$ cat src/rtl/cdet_pkg.sv
package cdet_pkg;
   // polarity encoding: 0 = normally open switch, 1 = normally closed
   typedef enum logic {
      SW_OPEN   = 1'b0,
      SW_CLOSED = 1'b1
   } sw_pol_e;

   localparam int unsigned NUM_SLOTS = 2;
   // upper three bits of a polarity write code; bit 0 carries the polarity
   localparam logic [2:0]  POL_CODE_HI = 3'b110;
   // slot indices
   localparam int unsigned SLOT_A = 0;
   localparam int unsigned SLOT_B = 1;
endpackage

$ cat src/rtl/cdet_filter.sv
module cdet_filter #(
   parameter int unsigned SYNC_STAGES = 2,
   parameter int unsigned FILT_TICKS  = 2_500_000
) (
   input  logic clk,
   input  logic rst_n,
   input  logic raw_i,
   output logic level_o,
   output logic accept_o
);
   localparam int unsigned CW = (FILT_TICKS > 1) ? $clog2(FILT_TICKS) : 1;
   localparam logic [CW-1:0] LAST = CW'(FILT_TICKS - 1);

   logic [SYNC_STAGES-1:0] sync_q;
   logic                   smp;
   logic                   cand_q;
   logic [CW-1:0]          cnt_q;

   always_ff @(posedge clk or negedge rst_n) begin
      if (!rst_n) sync_q <= '1;
      else        sync_q <= {sync_q[SYNC_STAGES-2:0], raw_i};
   end
   assign smp = sync_q[SYNC_STAGES-1];

   assign accept_o = (smp == cand_q) && (cand_q != level_o) && (cnt_q == LAST);

   always_ff @(posedge clk or negedge rst_n) begin
      if (!rst_n) begin
         cand_q  <= 1'b1;
         level_o <= 1'b1;
         cnt_q   <= '0;
      end else if (smp != cand_q) begin
         cand_q <= smp;
         cnt_q  <= '0;
      end else if (cand_q != level_o) begin
         if (accept_o) level_o <= cand_q;
         else          cnt_q   <= cnt_q + 1'b1;
      end
   end
endmodule

$ cat src/rtl/cdet_polreg.sv
module cdet_polreg
   import cdet_pkg::*;
(
   input  logic                 clk,
   input  logic                 rst_n,
   input  logic                 cs_n,
   input  logic                 pgm_n,
   input  logic [3:0]           addr,
   input  logic                 card_sel,
   output logic [NUM_SLOTS-1:0] pol_o
);
   logic pgm_q, armed_q, stg_sel_q;
   sw_pol_e stg_pol_q;

   always_ff @(posedge clk or negedge rst_n) begin
      if (!rst_n) begin
         pgm_q     <= 1'b1;
         armed_q   <= 1'b0;
         stg_sel_q <= 1'b0;
         stg_pol_q <= SW_OPEN;
         pol_o     <= {NUM_SLOTS{SW_OPEN}};
      end else begin
         pgm_q <= pgm_n;
         if (!cs_n && !pgm_n) begin
            armed_q   <= (addr[3:1] == POL_CODE_HI);
            stg_sel_q <= card_sel;
            stg_pol_q <= sw_pol_e'(addr[0]);
         end else if (!pgm_q && pgm_n && armed_q) begin
            armed_q <= 1'b0;
            if (stg_sel_q) pol_o[SLOT_A] <= stg_pol_q;
            else           pol_o[SLOT_B] <= stg_pol_q;
         end
      end
   end
endmodule

$ cat src/rtl/cdet_irq.sv
module cdet_irq
   import cdet_pkg::*;
(
   input  logic                 clk,
   input  logic                 rst_n,
   input  logic                 cs_n,
   input  logic                 pwr_on,
   input  logic                 card_sel,
   input  logic [NUM_SLOTS-1:0] accept_i,
   input  logic [NUM_SLOTS-1:0] removal_i,
   output logic [NUM_SLOTS-1:0] extract_o,
   output logic                 irq_n
);
   logic                 cs_q, cs_rise;
   logic [NUM_SLOTS-1:0] pend_q, sel_clr;

   assign cs_rise         = !cs_q && cs_n;
   assign sel_clr[SLOT_A] = pwr_on && !cs_n && card_sel;
   assign sel_clr[SLOT_B] = pwr_on && !cs_n && !card_sel;

   always_ff @(posedge clk or negedge rst_n) begin
      if (!rst_n) begin
         cs_q      <= 1'b1;
         pend_q    <= '0;
         extract_o <= '0;
      end else begin
         cs_q      <= cs_n;
         extract_o <= accept_i & removal_i;
         for (int k = 0; k < NUM_SLOTS; k++) begin
            if (accept_i[k])                 pend_q[k] <= 1'b1;
            else if (cs_rise || sel_clr[k])  pend_q[k] <= 1'b0;
         end
      end
   end

   assign irq_n = ~|pend_q;
endmodule

$ cat src/rtl/card_detect_irq.sv
module card_detect_irq
   import cdet_pkg::*;
#(
   parameter int unsigned SYNC_STAGES = 2,
   parameter int unsigned FILT_TICKS  = 2_500_000
) (
   input  logic       clk,
   input  logic       rst_n,
   input  logic       det_a_raw,
   input  logic       det_b_raw,
   input  logic       cs_n,
   input  logic       pgm_n,
   input  logic [3:0] addr,
   input  logic       card_sel,
   input  logic       pwr_on,
   output logic       irq_n,
   output logic       present_a,
   output logic       present_b,
   output logic       extract_a,
   output logic       extract_b
);
   if (SYNC_STAGES < 2) begin : g_bad_sync
      $error("card_detect_irq: SYNC_STAGES must be at least 2");
   end
   if (FILT_TICKS < 2) begin : g_bad_filt
      $error("card_detect_irq: FILT_TICKS must be at least 2");
   end

   logic [NUM_SLOTS-1:0] raw_v, lvl_v, acc_v, pol_v, pres_v, rem_v, ext_v;

   assign raw_v = {det_b_raw, det_a_raw};

   cdet_polreg u_pol (
      .clk(clk), .rst_n(rst_n), .cs_n(cs_n), .pgm_n(pgm_n),
      .addr(addr), .card_sel(card_sel), .pol_o(pol_v)
   );

   for (genvar k = 0; k < NUM_SLOTS; k++) begin : g_slot
      cdet_filter #(.SYNC_STAGES(SYNC_STAGES), .FILT_TICKS(FILT_TICKS)) u_filt (
         .clk(clk), .rst_n(rst_n), .raw_i(raw_v[k]),
         .level_o(lvl_v[k]), .accept_o(acc_v[k])
      );
      // normally closed: high level means present; normally open: low
      assign pres_v[k] = (pol_v[k] == SW_CLOSED) ? lvl_v[k] : ~lvl_v[k];
      // the accepted level is the inverse of the current one, so the new
      // status is the inverse of the present one: removal when present now
      assign rem_v[k]  = pres_v[k];
   end

   cdet_irq u_irq (
      .clk(clk), .rst_n(rst_n), .cs_n(cs_n), .pwr_on(pwr_on),
      .card_sel(card_sel), .accept_i(acc_v), .removal_i(rem_v),
      .extract_o(ext_v), .irq_n(irq_n)
   );

   assign present_a = pres_v[SLOT_A];
   assign present_b = pres_v[SLOT_B];
   assign extract_a = ext_v[SLOT_A];
   assign extract_b = ext_v[SLOT_B];
endmodule

$ cat config.mk
export PLATFORM = sky130hd
export DESIGN_NAME = card_detect_irq
export DESIGN_NICKNAME = d
export VERILOG_FILES = /design/src/rtl/cdet_pkg.sv /design/src/rtl/cdet_filter.sv /design/src/rtl/cdet_polreg.sv /design/src/rtl/cdet_irq.sv /design/src/rtl/card_detect_irq.sv
export SDC_FILE = /design/constraint.sdc
export NUM_CORES = 1
export LEC_CHECK = 0
export ABC_AREA = 0
export BUFFER_PORTS_ARGS = -buffer_cell sky130_fd_sc_hd__buf_2
export CORE_MARGIN = 3
export CORE_UTILIZATION = 55
export DETAILED_ROUTE_END_ITERATION = 10
export PLACE_DENSITY = 0.78
export SETUP_SLACK_MARGIN = 0.3
export SLEW_MARGIN = 10
export SYNTH_ARGS = -nofsm -noshare
export SYNTH_HDL_FRONTEND = slang
export SYNTH_SLANG_ARGS = --single-unit
export TNS_END_PERCENT = 20
$ cat constraint.sdc
create_clock -name clk -period 1.8 [get_ports clk]
set_input_delay 0.27 -clock clk [delete_from_list [all_inputs] [get_ports clk]]
set_output_delay 0.27 -clock clk [all_outputs]
set_load 0.02 [all_outputs]
==> insert_results.sql, run 1 <==
INSERT INTO impl_metrics (metric_group, metric, value, unit) VALUES
('min_path', 'hold_end', 'g_slot[0].u_filt.sync_q[0]', ''),
('power', 'p_sw_frac', '0.268', ''),
('worst_setup_path', 'critPathSlowestCell', 'dfrtp_1', ''),
('clock_tree', 'clk_pin_slew', '0.08', 'ns'),
('global_routing', 'globalRouteTotalUtil', '0.293', ''),
('worst_setup_path', 'crit_path_max_incr_delay', '0.44', 'ns'),
('placed_design', 'dp_hpwl', '6260', 'um'),
('logic_synthesis', 'netlist_area', '0.00341', 'sq mm'),
('drt', 'via_per_inst', '6.76', ''),
('logic_synthesis', 'postSynthAreaPerCell', '9.80', 'sq um'),
('logic_synthesis', 'synth.yosys.seq_area_share', '0.466', ''),
('worst_setup_path', 'setup_crit_start_kind', 'flip-flop', ''),
('run', 'max_cap_viol_count', '0', ''),
('drt', 'drc', '0', ''),
('worst_setup_path', 'timing.setup.critical_path_class', 'flip-flop to flip-flop', ''),
('power', 'post-layout-total-power', '3.54', 'mW'),
('logic_synthesis', 'synth_top_area_frac', '0.389', ''),
('clock_tree', 'cts_tree', 'built', ''),
('power', 'power_density', '754', 'mW/mm^2'),
('worst_setup_path', 'crit_fanout', '7', ''),
('outcome', 'failed_checks', 'negative setup slack', ''),
('sta', 'fin_crit', '2.14', 'ns'),
('logic_synthesis', 'post-synth-top-count-cell', 'dfrtp_1', ''),
('floorplanning', 'die_width', '84.7', 'um'),
('worst_setup_path', 'reg2reg_from', 'g_slot[1].u_filt.cnt_q[9]', ''),
('floorplanning', 'floorplan.io_pins', '17', ''),
('sta', 'timing.max_slew.rel_slack', '0.652', ''),
('worst_setup_path', 'worst-endpoint-arrival', '2.38', 'ns'),
('final_layout', 'fillcell_total', '333', ''),
('power', 'total_leakage_power', '1.99', 'nW'),
('worst_setup_path', 'r2r_slack', '-0.34', 'ns'),
('final_layout', 'area.growth.synth_to_final', '37.7', '%'),
('clock_tree', 'clkSinkCount', '63', ''),
('power', 'seq_power_share', '0.431', ''),
('sta', 'grt_setup_unrepaired', 'true', ''),
('logic_synthesis', 'postSynth.topFlopCell', 'dfrtp_1', ''),
('drt', 'post_detailed_route_wirelength_per_cell', '20.7', 'um'),
('floorplanning', 'floorplan.initialDensity', '0.572', ''),
('drt', 'vias', '3517', ''),
('min_path', 'worstHoldStart', 'det_a_raw', ''),
('logic_synthesis', 'netlist_top_cells_count', 'dfrtp_1 (53), nand3_1 (25), o21ai_1 (24)', ''),
('power', 'power_frac_clock', '0.439', ''),
('global_routing', 'largest_net_degree_at_the_start_of_global_routing', '30', ''),
('sta', 'timing.final.hold_violations', '0', ''),
('logic_synthesis', 'synth.distinct_cells', '60', ''),
('floorplanning', 'placementRows', '28', ''),
('drt', 'drt_first_pass_iters', '6', ''),
('logic_synthesis', 'yosys_warnings', '0', ''),
('logic_synthesis', 'most_area_hungry_cell_type_in_the_yosys_netlist', 'dfrtp_1', ''),
('sta', 'worst_slew_pin_slew', '0.522', 'ns'),
('logic_synthesis', 'syn_inst', '348', ''),
('final_layout', 'post_route_cells_drive_above_1_share', '0.425', ''),
('worst_setup_path', 'reg2reg_depth', '6', ''),
('clock_tree', 'htreeDepth', '3', ''),
('worst_setup_path', 'path_cells', 'nor4_1 -> nand4_1 -> o21a_4 -> buf_6 -> a31oi_4 -> nor2_1', ''),
('worst_setup_path', 'crit_end_element', 'flip-flop', ''),
('placed_design', 'post-place-ws', '-0.147', 'ns'),
('placed_design', 'gp_congestion', '0.919', ''),
('logic_synthesis', 'synth_enable_flop_cells', '0', ''),
('drt', 'detail-route-antenna-nets', '0', ''),
('floorplanning', 'core_area', '0.00596', 'sq mm'),
('sta', 'final_report_setup_violation_count', '30', ''),
('power', 'comb_power_share', '0.131', ''),
('sta', 'fin_ws', '-0.342', 'ns'),
('power', 'cellInternalPower', '2.59', 'mW'),
('outcome', 'run_status', 'finished, violations left', ''),
('logic_synthesis', 'syn_nets', '362', ''),
('global_routing', 'grt_total_ovfl', '0', ''),
('clock_tree', 'ctsLongestPathBuffers', '2', ''),
('final_layout', 'n_antenna_cell', '0', ''),
('global_routing', 'first_global_vias', '3413', '');
-- worst max-delay path, delay by kind of cell (launching register included) --
| kind | cells | cell delay [ns] |
|---|---|---|
| buffers and inverters | 1 | 0.14 |
| and+or+nand+nor | 3 | 0.87 |
| AOI/OAI and AO/OA | 2 | 0.56 |
| DFF | 1 | 0.44 |
-- cell type report --
class	count	area, sq um	share of cell area
clock buffer	9	124	0.0264
clock inverter	7	121	0.0258
inverter	6	22.5	0.00480
multi-input combinational	261	1980	0.422
sequential	63	1590	0.339
tap	75	93.8	0.0200
timing repair buffer	99	761	0.162
-- layout by cell type, fill, tap and decap left out, drive strengths merged, types with 4 or more instances in the layout --
master	count
inv	6
and2	4
and3	4
nor2	22
nand2	23
dfstp	10
clkbuf	9
a31oi	10
nor3	7
o31ai	15
a21oi	17
nand4	14
nor4	6
nand3	25
xnor2	7
o211a	4
or4	6
o21ai	32
nand2b	4
mux2	6
buf	97
or2	4
dfrtp	53
or3	4
xor2	4
nor4b	6
-- cell families after synthesis --
group / Yosys count / synth area share
flip-flops: 63 / 0.466
adder cells (fa/ha/maj): 2 / 0.00734
AND/OR/NAND/NOR: 142 / 0.248
XOR/XNOR: 11 / 0.0283
buffers and inverters: 24 / 0.0396
multiplexers: 6 / 0.0198
AO/OA/AOI/OAI: 100 / 0.191
-- how the worst max path moves through the flow --
stage | from | end | slack, ns | depth (start not counted)
CTS | g_slot[1].u_filt.level_o | g_slot[1].u_filt.cnt_q[17] | -0.13 | 6
floorplan | g_slot[1].u_filt.level_o | g_slot[1].u_filt.cnt_q[10] | -0.12 | 7
global route | g_slot[1].u_filt.cnt_q[9] | g_slot[1].u_filt.cnt_q[10] | -0.38 | 6
detailed placement | g_slot[1].u_filt.level_o | g_slot[1].u_filt.cnt_q[8] | -0.15 | 6
global placement | g_slot[1].u_filt.level_o | g_slot[1].u_filt.cnt_q[1] | -0.09 | 6
finish | g_slot[1].u_filt.cnt_q[9] | g_slot[1].u_filt.cnt_q[10] | -0.34 | 6
-- repair_timing --
action | in CTS | in global routing
resized for setup | 36 | 25
setup endpoints to repair | 52 | 52
hold buffers | 1 | 1
setup buffers | 0 | 2
pin swaps | 18 | 15
cloned | 0 | 0
hold endpoints to repair | 16 | 1
-- power groups by stage --
| stage | Combinational, mW | Clock [mW] | Sequential, mW |
|---|---|---|---|
| 6_report | 0.463 | 1.55 | 1.53 |
| 5_1_grt | 0.493 | 1.61 | 1.53 |
| 4_1_cts | 0.425 | 1.54 | 1.52 |
| 3_5_place_dp | 0.393 | 0 | 1.55 |
| 3_3_place_gp | 0.380 | 0 | 1.54 |
| 2_1_floorplan | 0.208 | 0 | 1.55 |
-- registers in the layout, indices dropped and copies added, names as in the netlist, 2 cells and up --
name and count:
g_slot.u_filt.cnt_q 44, g_slot.u_filt.sync_q 4, g_slot.u_filt.cand_q 2, g_slot.u_filt.level_o 2, u_irq.extract_o 2, u_irq.pend_q 2
u_pol.pol_o 2
-- per-stage QoR --
stage / hold WS, ns / cell area [sq um] / util / setup TNS (ns) / std cells
5_1_grt: 0.00186 / 4700 / 0.788 / -7.02 / 520
2_1_floorplan: -0.0256 / 3490 / - / -0.940 / 348
4_1_cts: 0.00423 / 4570 / 0.767 / -1.65 / 517
3_3_place_gp: 0.232 / 4140 / 0.695 / -1.34 / 500
6_report: 0.00575 / 4700 / 0.788 / -4.99 / 520
3_5_place_dp: 0.235 / 4140 / 0.695 / -2.66 / 500
-- per-layer routing --
metal | up-vias | GRT usage | routed length (um)
li1 | 1516 | - | -
met3 | 65 | 0.0805 | 933
met5 | - | 0 | 0
met2 | 236 | 0.480 | 5270
met1 | 1700 | 0.349 | 4010
met4 | 0 | 0.157 | 545
(Power assumes the default switching activity.)
==> run 2, diff against run 1 <==
MAX_ROUTING_LAYER = met4   (was not set)
==> insert_results.sql, run 2 (synthesis gave the netlist of run 1 again) <==
INSERT INTO impl_metrics (metric_group, metric, value, unit) VALUES
('final_layout', 'top_registers', 'g_slot.u_filt.cnt_q: 44 flops, g_slot.u_filt.sync_q: 4 flops', ''),
('global_routing', 'largest_net_degree_at_the_start_of_global_routing', '50', ''),
('drt', 'post_detailed_route_wirelength_per_cell', '18.8', 'um'),
('final_layout', 'fillcell_total', '359', ''),
('placed_design', 'placed_cell_area', '0.00414', 'sq mm'),
('global_routing', 'first_pass_grt_wire_length', '15300', 'um'),
('final_layout', 'instances_no_fill', '517', ''),
('placed_design', 'buffer_ports.inserted', '16', ''),
('power', 'power_density', '704', 'mW/mm^2'),
('global_routing', 'first_global_vias', '3390', ''),
('clock_tree', 'tritoncts.num_buffers', '9', ''),
('global_routing', 'grt_most_used_layer', 'met2', ''),
('sta', 'final_report_setup_violation_count', '36', ''),
('sta', 'fin_ws', '-0.197', 'ns'),
('power', 'ir_drop_worst_vdd', '0.725', 'mV'),
('sta', 'fmaxAchievable', '501', 'MHz'),
('sta', 'hold-worst-slack', '0.0243', 'ns'),
('final_layout', 'n_antenna_cell', '0', ''),
('sta', 'grt_setup_unrepaired', 'true', ''),
('final_layout', 'total_area_of_sequential_cells', '0.00159', 'sq mm'),
('global_routing', 'antenna_found_initial', '0', ''),
('global_routing', 'grtUsageMet1', '0.321', ''),
('worst_setup_path', 'timing.setup.critical_path_class', 'flip-flop to flip-flop', ''),
('final_layout', 'layout.cells.most_common', 'buf_4', ''),
('worst_setup_path', 'worst-endpoint-arrival', '2.23', 'ns'),
('floorplanning', 'floorplan.die.height', '84.7', 'um'),
('global_routing', 'globalRouteTotalUtil', '0.275', ''),
('placed_design', 'place_inst', '498', ''),
('floorplanning', 'floorplan.io_pins', '17', ''),
('clock_tree', 'clk_pin_slew', '0.08', 'ns'),
('outcome', 'run_status', 'finished, violations left', ''),
('clock_tree', 'ctsLongestPathBuffers', '2', ''),
('run', 'max_cap_viol_count', '0', ''),
('floorplanning', 'placementRows', '28', ''),
('clock_tree', 'worstSkewPairLatency', '0.36', 'ns'),
('clock_tree', 'htreeDepth', '3', ''),
('floorplanning', 'core_area', '0.00596', 'sq mm'),
('final_layout', 'final_cell_mix', 'buf_4 (67), dfrtp_1 (50), nand3_1 (22)', ''),
('drt', 'drt_first_pass_iters', '5', ''),
('floorplanning', 'floorplan.initialDensity', '0.572', ''),
('floorplanning', 'die_width', '84.7', 'um'),
('worst_setup_path', 'crit_end_element', 'flip-flop', ''),
('drt', 'count_of_routing_violations_after_the_opening_detailed_route_iteration', '337', ''),
('global_routing', 'groute.layer.met3.usage', '0.0559', ''),
('final_layout', 'multiInputGateArea', '0.00194', 'sq mm'),
('outcome', 'failed_checks', 'negative setup slack', ''),
('floorplanning', 'fp.dieArea', '0.00718', 'sq mm'),
('drt', 'via_per_inst', '6.54', ''),
('worst_setup_path', 'crit_fanout', '7', ''),
('worst_setup_path', 'crit_required', '2.04', 'ns'),
('final_layout', 'area.growth.synth_to_final', '34.7', '%'),
('sta', 'final_max_slew_viol_count', '0', ''),
('drt', 'vias', '3382', ''),
('sta', 'worst_slew_pin_slew', '0.577', 'ns'),
('sta', 'timing.max_slew.rel_slack', '0.615', ''),
('final_layout', 'final_design_area_no_fill', '0.00459', 'sq mm'),
('final_layout', 'largest_register_ffs', '44', ''),
('drt', 'detail-route-antenna-nets', '0', ''),
('placed_design', 'dp_hpwl', '6250', 'um'),
('sta', 'layout_skew', '0.0144', 'ns'),
('clock_tree', 'ctsRootBufferMaster', 'clkbuf_8', ''),
('final_layout', 'largest-register', 'g_slot.u_filt.cnt_q', ''),
('final_layout', 'post_route_cells_drive_above_1_share', '0.403', ''),
('clock_tree', 'cts_tree', 'built', ''),
('min_path', 'worstHoldPathType', 'primary input to flip-flop', ''),
('final_layout', 'layout.nets', '451', ''),
('drt', 'drc', '0', ''),
('power', 'total_leakage_power', '1.96', 'nW'),
('global_routing', 'grt_total_ovfl', '0', ''),
('placed_design', 'post-place-ws', '-0.157', 'ns'),
('clock_tree', 'clkSinkCount', '63', ''),
('worst_setup_path', 'setup_crit_start_kind', 'flip-flop', ''),
('sta', 'fin_crit', '2.00', 'ns'),
('drt', 'wl', '9710', 'um'),
('sta', 'timing.final.hold_violations', '0', ''),
('sta', 'fin_crit_sh', '1.11', ''),
('placed_design', 'gp_congestion', '0.942', ''),
('global_routing', 'global_route.usage.met2', '0.451', '');
## run 2: cell count changes in the layout (fill, tap and decap cells not counted), sizes merged
cell,before,now
inv,6,7
buf,97,94
clkinvlp,3,2
bufinv,3,1
clkinv,1,3
## run 2: cell type report
class	instances	area share
multi-input cells	261	0.422
clock inverters	7	0.0158
inverters	6	0.00490
well taps	75	0.0204
clock buffers	9	0.0270
flip-flops and latches	63	0.347
repair buffers	96	0.163
## run 2: metrics by stage
stage,TNS [ns],power [mW],utilization
2_1_floorplan,-0.940,1.75,-
3_3_place_gp,-0.867,1.93,0.694
3_5_place_dp,-2.22,1.94,0.694
4_1_cts,-2.79,3.19,0.739
5_1_grt,-6.12,3.38,0.771
6_report,-3.79,3.23,0.771
## run 2: what timing repair did
| action | CTS | global route |
|---|---|---|
| resized for setup | 14 | 40 |
| pin swaps | 14 | 18 |
| endpoints found under the setup margin | 52 | 52 |
| hold buffers | 1 | 1 |
| buffers inserted | 0 | 1 |
| hold endpoints to repair | 14 | 1 |
## run 2: critical path, stage by stage, from the launching register on
cell and delay [ns]:
dfstp_2 0.54, or3b_1 0.35, a211o_1 0.35, o21a_2 0.26, buf_6 0.15, a31oi_1 0.16
nor2_1 0.08
## run 2: worst paths after layout
path	startpoint	endpoint	slack (ns)	cells past startpoint
max in group asynchronous	rst_n	u_pol.pgm_q	0.80	3
setup reg to reg	g_slot[1].u_filt.level_o	g_slot[1].u_filt.cnt_q[10]	-0.20	6
hold / removal	det_a_raw	g_slot[0].u_filt.sync_q[0]	0.02	1
min in group asynchronous	rst_n	g_slot[0].u_filt.cnt_q[1]	0.36	2
setup / recovery	g_slot[1].u_filt.level_o	g_slot[1].u_filt.cnt_q[10]	-0.20	6
hold reg to reg	g_slot[0].u_filt.sync_q[0]	g_slot[0].u_filt.sync_q[1]	0.35	0
## run 2: per-layer routing
layer / part of all wire / vias to the layer above
li1: - / 1508
met2: 0.51 / 186
met3: 0.067 / 39
met1: 0.39 / 1649
met5: 0 / -
met4: 0.034 / 0
## run 2: power breakdown
part / leakage [nW] / switching [mW] / internal (mW)
clock: 0.0956 / 0.625 / 0.641
combinational: 1.03 / 0.248 / 0.197
sequential: 0.830 / 0.0474 / 1.47
total: 1.96 / 0.921 / 2.31
==> run 3, diff against run 2 <==
CORE_UTILIZATION = 52   (was 55)
PLACE_DENSITY = 0.71   (was 0.78)
clock period = 2.4 ns   (was 1.8 ns; I/O delays follow)
==> insert_results.sql, run 3 (synthesis gave the netlist of run 1 again) <==
INSERT INTO impl_metrics (metric_group, metric, value, unit) VALUES
('worst_setup_path', 'critical_path.startpoint', 'g_slot[1].u_filt.level_o', ''),
('global_routing', 'first_pass_grt_wire_length', '12800', 'um'),
('min_path', 'worstHoldStart', 'det_b_raw', ''),
('global_routing', 'largest_net_degree_at_the_start_of_global_routing', '25', ''),
('sta', 'fin_crit_sh', '0.838', ''),
('drt', 'drt_first_pass_iters', '6', ''),
('clock_tree', 'htreeDepth', '3', ''),
('min_path', 'worstHoldPathType', 'primary input to flip-flop', ''),
('worst_setup_path', 'crit_fanout', '12', ''),
('final_layout', 'layout.cells.most_common', 'dfrtp_1', ''),
('clock_tree', 'clkSinkCount', '63', ''),
('clock_tree', 'ctsLongestPathBuffers', '2', ''),
('final_layout', 'largest-register', 'g_slot.u_filt.cnt_q', ''),
('worst_setup_path', 'reg2reg_depth', '6', ''),
('worst_setup_path', 'timing.rr.end', 'g_slot[1].u_filt.cnt_q[10]', ''),
('worst_setup_path', 'crit_required', '2.63', 'ns'),
('worst_setup_path', 'r2r_slack', '0.39', 'ns'),
('clock_tree', 'ctsRootBufferMaster', 'clkbuf_8', ''),
('run', 'max_cap_viol_count', '0', ''),
('outcome', 'run_status', 'finished, final reports clean', ''),
('drt', 'drc', '0', ''),
('drt', 'count_of_routing_violations_after_the_opening_detailed_route_iteration', '211', ''),
('clock_tree', 'tritoncts.num_buffers', '9', ''),
('sta', 'fmaxAchievable', '497', 'MHz'),
('floorplanning', 'fp.dieArea', '0.00756', 'sq mm'),
('min_path', 'hold_path_depth', '1', ''),
('final_layout', 'area.growth.synth_to_final', '12.8', '%'),
('final_layout', 'final_cell_mix', 'dfrtp_1 (52), nand3_1 (25), o21ai_1 (23)', ''),
('power', 'ir_drop_worst_vdd', '0.387', 'mV'),
('final_layout', 'largest_register_ffs', '44', ''),
('worst_setup_path', 'reg2reg_from', 'g_slot[1].u_filt.level_o', ''),
('final_layout', 'instances_no_fill', '455', ''),
('power', 'power_density', '597', 'mW/mm^2'),
('drt', 'post_detailed_route_wirelength_per_cell', '16.4', 'um'),
('floorplanning', 'floorplan.initialDensity', '0.556', ''),
('final_layout', 'layout.nets', '389', ''),
('placed_design', 'dp_hpwl', '5070', 'um'),
('worst_setup_path', 'worst-endpoint-arrival', '2.24', 'ns'),
('floorplanning', 'core_area', '0.00613', 'sq mm'),
('global_routing', 'globalRouteTotalUtil', '0.221', ''),
('floorplanning', 'floorplan.io_pins', '17', ''),
('worst_setup_path', 'critPathSlowestCell', 'dfstp_2', ''),
('clock_tree', 'clk_pin_slew', '0.07', 'ns'),
('floorplanning', 'floorplan.die.height', '87.0', 'um'),
('drt', 'detail-route-antenna-nets', '0', ''),
('placed_design', 'gp_congestion', '0.907', ''),
('sta', 'fin_crit', '2.01', 'ns'),
('drt', 'wl', '7460', 'um'),
('min_path', 'hold_end', 'g_slot[1].u_filt.sync_q[0]', ''),
('placed_design', 'place_inst', '434', ''),
('worst_setup_path', 'setup_crit_start_kind', 'flip-flop', ''),
('floorplanning', 'placementRows', '28', ''),
('sta', 'worst_slew_pin_slew', '0.803', 'ns'),
('sta', 'final_max_slew_viol_count', '0', ''),
('sta', 'fin_setup_tns', '0', 'ns'),
('sta', 'timing.final.hold_violations', '0', ''),
('final_layout', 'utilization', '0.627', ''),
('final_layout', 'top_registers', 'g_slot.u_filt.cnt_q: 44 flops, g_slot.u_filt.sync_q: 4 flops', ''),
('global_routing', 'antenna_found_initial', '0', ''),
('sta', 'final_report_setup_violation_count', '0', ''),
('final_layout', 'n_antenna_cell', '0', ''),
('global_routing', 'first_global_vias', '2714', ''),
('worst_setup_path', 'crit_path_max_incr_delay', '0.58', 'ns'),
('placed_design', 'buffer_ports.inserted', '16', ''),
('clock_tree', 'worstSkewPairLatency', '0.34', 'ns'),
('final_layout', 'post_route_cells_drive_above_1_share', '0.218', ''),
('power', 'total_leakage_power', '1.59', 'nW'),
('sta', 'timing.max_slew.rel_slack', '0.461', ''),
('drt', 'vias', '2868', ''),
('worst_setup_path', 'crit_end_element', 'flip-flop', ''),
('sta', 'grt_setup_unrepaired', 'true', ''),
('global_routing', 'grt_total_ovfl', '0', ''),
('sta', 'layout_skew', '0.00649', 'ns'),
('clock_tree', 'cts_tree', 'built', ''),
('drt', 'via_per_inst', '6.30', ''),
('floorplanning', 'die_width', '87.0', 'um'),
('worst_setup_path', 'path_cells', 'or3b_1 -> a211o_1 -> o21a_4 -> buf_4 -> a31oi_1 -> nor2_1', ''),
('worst_setup_path', 'timing.setup.critical_path_class', 'flip-flop to flip-flop', '');
==> run 3: changes by cell type in the layout (fill, tap and decap cells not counted), sizes merged <==
cell / delta
buf: -61
dlygate4sd3: -1
clkbuf: +1
inv: -1
==> run 3: worst max path at each step <==
stage	slack (ns)	end
after detailed placement	0.32	g_slot[1].u_filt.cnt_q[19]
after CTS	0.30	g_slot[1].u_filt.cnt_q[17]
after global routing	0.26	g_slot[0].u_filt.cnt_q[11]
final	0.39	g_slot[1].u_filt.cnt_q[10]
after global placement	0.37	g_slot[1].u_filt.cnt_q[10]
after floorplan	0.48	g_slot[1].u_filt.cnt_q[10]
==> run 3: through the flow <==
stage | hold WS (ns) | total power, mW | area, sq um | worst slack, ns
finish | 0.112 | 2.30 | 3850 | 0.390
detailed placement | 0.347 | 1.39 | 3570 | 0.316
floorplan | 0.0644 | 1.31 | 3410 | 0.481
CTS | 0.0996 | 2.31 | 3780 | 0.301
global route | 0.101 | 2.41 | 3850 | 0.259
global placement | 0.346 | 1.38 | 3570 | 0.374
==> run 3: critical path: cells and delay by family, from the launching register on <==
kind / cells / cell delay (ns)
AOI/OAI and AO/OA: 3 / 0.74
buffers and inverters: 1 / 0.17
DFF: 1 / 0.58
and+or+nand+nor: 2 / 0.41
==> run 3: what timing repair did <==
action	in CTS	in global routing
hold buffers	1	0
endpoints found under the hold margin	20	0
setup buffers	0	4
pin swaps	0	2
resized for setup	1	9
cloned	0	0
endpoints found under the setup margin	1	25
==> run 3: layout make-up <==
| type | instances | area, sq um |
|---|---|---|
| well taps | 75 | 93.8 |
| multi-input cells | 261 | 1720 |
| repair buffers | 34 | 218 |
| flip-flops and latches | 63 | 1590 |
| clock inverters | 6 | 60.1 |
| clock buffers | 10 | 138 |
| fillers | 471 | 2280 |
| inverters | 6 | 22.5 |
==> run 3: report_power, final <==
group / total, mW / internal (mW) / leakage [nW] / switching [mW]
logic: 0.235 / 0.0924 / 0.653 / 0.142
registers: 1.15 / 1.11 / 0.834 / 0.0445
clock network: 0.912 / 0.501 / 0.0981 / 0.410
total: 2.30 / 1.70 / 1.59 / 0.597
==> run 3: per-layer routing <==
metal | global-route usage | share of wire | vias up | routed length (um)
met5 | - | 0 | - | 0
met4 | 0.0921 | 0.016 | 0 | 117
met3 | 0.0350 | 0.052 | 16 | 387
met2 | 0.311 | 0.44 | 98 | 3270
met1 | 0.318 | 0.49 | 1373 | 3680
li1 | - | - | 1381 | -
